File: config.mk
export PLATFORM = sky130hd
export DESIGN_NAME = ppc_slice
export DESIGN_NICKNAME = d
export VERILOG_FILES = /design/src/rtl/ppc_slice_pkg.sv /design/src/rtl/ppc_write_gate.sv /design/src/rtl/ppc_vec_reg.sv /design/src/rtl/ppc_perm_mux.sv /design/src/rtl/ppc_slice.sv
export SDC_FILE = /design/constraint.sdc
export NUM_CORES = 1
export LEC_CHECK = 0
export CAP_MARGIN = 10
export CORE_MARGIN = 2
export CORE_UTILIZATION = 33
export CTS_CLUSTER_SIZE = 25
export DETAILED_ROUTE_END_ITERATION = 16
export PLACE_DENSITY = 0.76
export SKIP_CTS_REPAIR_TIMING = 1
export SLEW_MARGIN = 10
export SYNTH_ARGS = -nofsm -noshare
export SYNTH_HDL_FRONTEND = slang
export SYNTH_SLANG_ARGS = --single-unit
File: constraint.sdc
create_clock -name clk -period 1 [get_ports clk]
set_clock_uncertainty 0.1 [all_clocks]
set_input_delay 0.3 -clock clk [delete_from_list [all_inputs] [get_ports clk]]
set_output_delay 0.3 -clock clk [all_outputs]
set_load 0.03 [all_outputs]
File: src/rtl/ppc_slice_pkg.sv
package ppc_slice_pkg;

  localparam int unsigned REG_W = 32;

  typedef enum logic [1:0] {
    VSEL_NSEN  = 2'd0,
    VSEL_SPRIV = 2'd1,
    VSEL_NPRIV = 2'd2,
    VSEL_RSVD  = 2'd3
  } vsel_e;

  // Mask with the low n bits set.
  function automatic logic [REG_W-1:0] port_mask(input int unsigned n);
    logic [REG_W-1:0] m;
    m = '0;
    for (int unsigned i = 0; i < REG_W; i++) begin
      if (i < n) m[i] = 1'b1;
    end
    return m;
  endfunction

  // Permission source choice for one port.
  function automatic logic perm_pick(input logic is_ns, input logic np_bit, input logic sp_bit);
    return is_ns ? np_bit : sp_bit;
  endfunction

endpackage

File: src/rtl/ppc_write_gate.sv
module ppc_write_gate
  import ppc_slice_pkg::*;
(
  input  logic       wr_en,
  input  logic [1:0] wr_sel,
  input  logic       wr_secure,
  output logic       ld_nsen,
  output logic       ld_spriv,
  output logic       ld_npriv,
  output logic       wr_reject
);

  vsel_e sel;
  assign sel = vsel_e'(wr_sel);

  always_comb begin
    ld_nsen   = 1'b0;
    ld_spriv  = 1'b0;
    ld_npriv  = 1'b0;
    wr_reject = 1'b0;
    if (wr_en) begin
      unique case (sel)
        VSEL_NSEN:  if (wr_secure)  ld_nsen  = 1'b1; else wr_reject = 1'b1;
        VSEL_SPRIV: if (wr_secure)  ld_spriv = 1'b1; else wr_reject = 1'b1;
        VSEL_NPRIV: if (!wr_secure) ld_npriv = 1'b1; else wr_reject = 1'b1;
        default:    wr_reject = 1'b1;
      endcase
    end
  end

endmodule

File: src/rtl/ppc_vec_reg.sv
module ppc_vec_reg
  import ppc_slice_pkg::*;
#(
  parameter int unsigned NUM_PORTS = 16
) (
  input  logic             clk,
  input  logic             rst_n,
  input  logic             ld,
  input  logic [REG_W-1:0] d,
  output logic [REG_W-1:0] q
);

  localparam logic [REG_W-1:0] KEEP = port_mask(NUM_PORTS);

  always_ff @(posedge clk or negedge rst_n) begin
    if (!rst_n)  q <= '0;
    else if (ld) q <= d & KEEP;
  end

endmodule

File: src/rtl/ppc_perm_mux.sv
module ppc_perm_mux
  import ppc_slice_pkg::*;
#(
  parameter int unsigned NUM_PORTS = 16
) (
  input  logic [NUM_PORTS-1:0] nsen,
  input  logic [NUM_PORTS-1:0] spriv,
  input  logic [NUM_PORTS-1:0] npriv,
  output logic [NUM_PORTS-1:0] perm
);

  for (genvar p = 0; p < NUM_PORTS; p++) begin : g_port
    assign perm[p] = perm_pick(nsen[p], npriv[p], spriv[p]);
  end

endmodule

File: src/rtl/ppc_slice.sv
module ppc_slice
  import ppc_slice_pkg::*;
#(
  parameter int unsigned NUM_PORTS = 16
) (
  input  logic                 clk,
  input  logic                 rst_n,
  input  logic                 wr_en,
  input  logic [1:0]           wr_sel,
  input  logic                 wr_secure,
  input  logic [31:0]          wr_data,
  output logic [31:0]          rd_nsen,
  output logic [31:0]          rd_spriv,
  output logic [31:0]          rd_npriv,
  output logic [NUM_PORTS-1:0] nonsec_o,
  output logic [NUM_PORTS-1:0] perm_o
);

  logic ld_nsen, ld_spriv, ld_npriv, wr_reject;

  ppc_write_gate u_gate (
    .wr_en     (wr_en),
    .wr_sel    (wr_sel),
    .wr_secure (wr_secure),
    .ld_nsen   (ld_nsen),
    .ld_spriv  (ld_spriv),
    .ld_npriv  (ld_npriv),
    .wr_reject (wr_reject)
  );

  ppc_vec_reg #(.NUM_PORTS(NUM_PORTS)) u_nsen (
    .clk(clk), .rst_n(rst_n), .ld(ld_nsen),  .d(wr_data), .q(rd_nsen));
  ppc_vec_reg #(.NUM_PORTS(NUM_PORTS)) u_spriv (
    .clk(clk), .rst_n(rst_n), .ld(ld_spriv), .d(wr_data), .q(rd_spriv));
  ppc_vec_reg #(.NUM_PORTS(NUM_PORTS)) u_npriv (
    .clk(clk), .rst_n(rst_n), .ld(ld_npriv), .d(wr_data), .q(rd_npriv));

  assign nonsec_o = rd_nsen[NUM_PORTS-1:0];

  ppc_perm_mux #(.NUM_PORTS(NUM_PORTS)) u_perm (
    .nsen  (rd_nsen[NUM_PORTS-1:0]),
    .spriv (rd_spriv[NUM_PORTS-1:0]),
    .npriv (rd_npriv[NUM_PORTS-1:0]),
    .perm  (perm_o)
  );

endmodule

==> flow_summary_export.csv <==
group,metric,value,unit
logic_synthesis,postSynthCellCount,185,
finish,drive_above_1_share,71.8,%
finish,layout.cells.non_filler,446,
drt,first_pass_iters,3,
drt,wl,6.52,mm
finish,seqCellArea,1220,um^2
sta,layout_setup_ws,-0.574,ns
drt,drt-vias-per-instance,4.12,
logic_synthesis,synth_ff_type,"dfrtp_1",
finish,multi_input_area,1200,um^2
grt,grt_pass1_vias,1757,
clock_network,cts-root-buf,"clkbuf_8",
logic_synthesis,syn-cell-area,2510,um^2
hold_path,hold_class,"in -> reg",
floorplan,coreArea,7330,um^2
logic_synthesis,synth_edf_count,0,
floorplan,die_area,8340,um^2
hold_path,hold_depth,4,
finish,final_nets,384,
grt,grt_pass1_wl,8.62,mm
run_status,violations,"negative setup slack",
sta,fin_crit_sh,157,%
setup_path,rr_startpoint,"u_nsen.q[12]",
placement,post-place-ws,-0.972,ns
logic_synthesis,async_flop_share,100,%
sta,finalHoldViolCount,0,
logic_synthesis,yosysSeqAreaShare,47.8,%
placement,gp_congestion,0.689,
setup_path,path_max_fanout,2,
setup_path,crit_arrival,1.17,ns
clock_network,path_clk_slew,0.09,ns
power_and_ir_drop,p_leak,2.33,nW
sta,max_freq,635,MHz
floorplan,start_util,34.3,%
placement,numPortBuffers,101,
floorplan,rows,31,
setup_path,worstReg2RegEnd,"u_nsen.q[12]",
logic_synthesis,yosysTopAreaCell,"dfrtp_1",
clock_network,cts_tree,"yes",
grt,grt_max_degree,49,
drt,detail_route.wl_per_cell,14.6,um
grt,gr-total-overflow,0,
job,cap_violations,0,
drt,drt_iter0_markers,14,
logic_synthesis,synth_cell_types,11,
setup_path,start_kind,"flip-flop",
clock_network,htreeDepth,2,
grt,grt_usage,12.9,%
logic_synthesis,synth.avg_cell_area,13.6,um^2
drt,drc,0,
placement,dp_hpwl,4.27,mm
power_and_ir_drop,ir_worst_vdd,1.28,mV
logic_synthesis,synth_commonest_cells,"66 x buf_4, 54 x mux2_2, 48 x dfrtp_1",
grt,antenna_found_initial,0,
sta,rsz0062_at_grt,"yes",
run_status,status,"finished with violations",
setup_path,crit_required,0.60,ns
setup_path,worstSetupPathType,"reg -> out",
clock_network,cts_made_buffers,5,
logic_synthesis,ys_warn_count,0,
floorplan,io_pins,166,
drt,vias,1839,
sta,setup_viol_count_final,128,
setup_path,crit_path_end_kind,"primary output",
hold_path,holdPathEnd,"u_npriv.q[6]",
logic_synthesis,synthTopCellsByArea,"dfrtp_1 48%, mux2_2 24%, buf_4 20%, mux2_4 3.0%, mux2_1 2.2%",
finish,nFillCells,542,
logic_synthesis,synth.most_common_cell,"buf_4",
clock_network,clkSinkCount,48,
floorplan,die_h,91.3,um
sta,slew_viol_final,0,
setup_path,ff2ff_setup_slack,-0.17,ns
drt,ant_nets,0,
logic_synthesis,yosys.area.top_type_share,47.8,%
sta,post-route-min-period,1.57,ns
setup_path,r2r.worst_path.cells,3,
clock_network,clk_latency,0.29,ns
placement,dp.cells,421,
clock_network,clockBufferDepth,2,
floorplan,die_x,91.3,um
hold_path,hp-start,"wr_secure",
power_and_ir_drop,pwr_density_cell,2290,nW/um^2
finish,syn2layout_area_growth,83.3,%
logic_synthesis,ys_seq_elements,48,
finish,antenna_cells,0,
layout make-up:
| type | count | area share [%] |
|---|---|---|
| timing repair buffer | 176 | 42.4 |
| clock inverter | 2 | 0.760 |
| sequential | 48 | 26.5 |
| clock buffer | 6 | 1.57 |
| multi-input combinational | 115 | 26.1 |
| tap | 99 | 2.69 |
where the power goes:
part	total, mW	internal [mW]	leakage, nW	switching, mW
combinational	6.41	3.41	1.72	3.01
clock	1.38	0.743	0.0552	0.642
sequential	2.74	2.40	0.559	0.343
total	10.5	6.55	2.33	3.99
cell families (layout without fill, tap and decap cells):
logic type,after synthesis,in the layout,share of synthesized area [%]
buf+inv,69,184,21.2
flops,48,48,47.8
mux,64,64,29.4
other cells,1,48,0.149
simple gates,3,3,1.49
state kept, by name, indices dropped and copies added, names as in the netlist:
signal,cells
u_nsen.q,16
u_spriv.q,16
u_npriv.q,16
placed cells by master (no fill, tap or decap), drive strengths merged:
cell and count:
buf 159, dfrtp 48, clkbuf 6, conb 48, nor4bb 1, dlygate4sd3 1, mux2 64, and4bb 1
clkdlybuf4s50 16, nand4b 1, clkinv 1, bufinv 1
per-stage QoR:
step	utilization (%)	hold WS, ns	instance area [um^2]	power (mW)	setup TNS, ns
floorplan	-	-0.0956	2930	6.05	-17.05
global placement	51.6	0.207	3780	7.82	-55.49
detailed placement	51.6	0.211	3780	7.89	-57.62
CTS	53.1	-0.123	3890	9.31	-69.20
global route	62.9	0.381	4610	11.0	-43.28
finish	62.9	0.398	4610	10.5	-39.38
per-layer routing:
| metal | part of all wire (%) | track usage, % | vias to the layer above |
|---|---|---|---|
| li1 | - | - | 835 |
| met2 | 51 | 21.2 | 93 |
| met4 | 0.29 | 2.65 | 0 |
| met1 | 42 | 17.0 | 909 |
| met3 | 6.3 | 3.65 | 2 |
| met5 | 0 | 0 | - |
worst max-delay path: stages, from the launching register on:
cell     delay, ns
dfrtp_2       0.44
mux2_4        0.31
buf_6         0.14
worst max path at each step:
stage | endpoint | depth (start not counted) | from | slack (ns)
2_1_floorplan | u_npriv.q[10] | 4 | wr_secure | -0.41
3_3_place_gp | u_npriv.q[0] | 4 | wr_sel[1] | -0.91
3_5_place_dp | u_npriv.q[3] | 4 | wr_sel[1] | -0.97
4_1_cts | perm_o[14] | 2 | u_nsen.q[14] | -1.03
5_1_grt | perm_o[15] | 2 | u_nsen.q[15] | -0.62
6_report | perm_o[12] | 2 | u_nsen.q[12] | -0.57
Power figures use the tool's default switching activity.
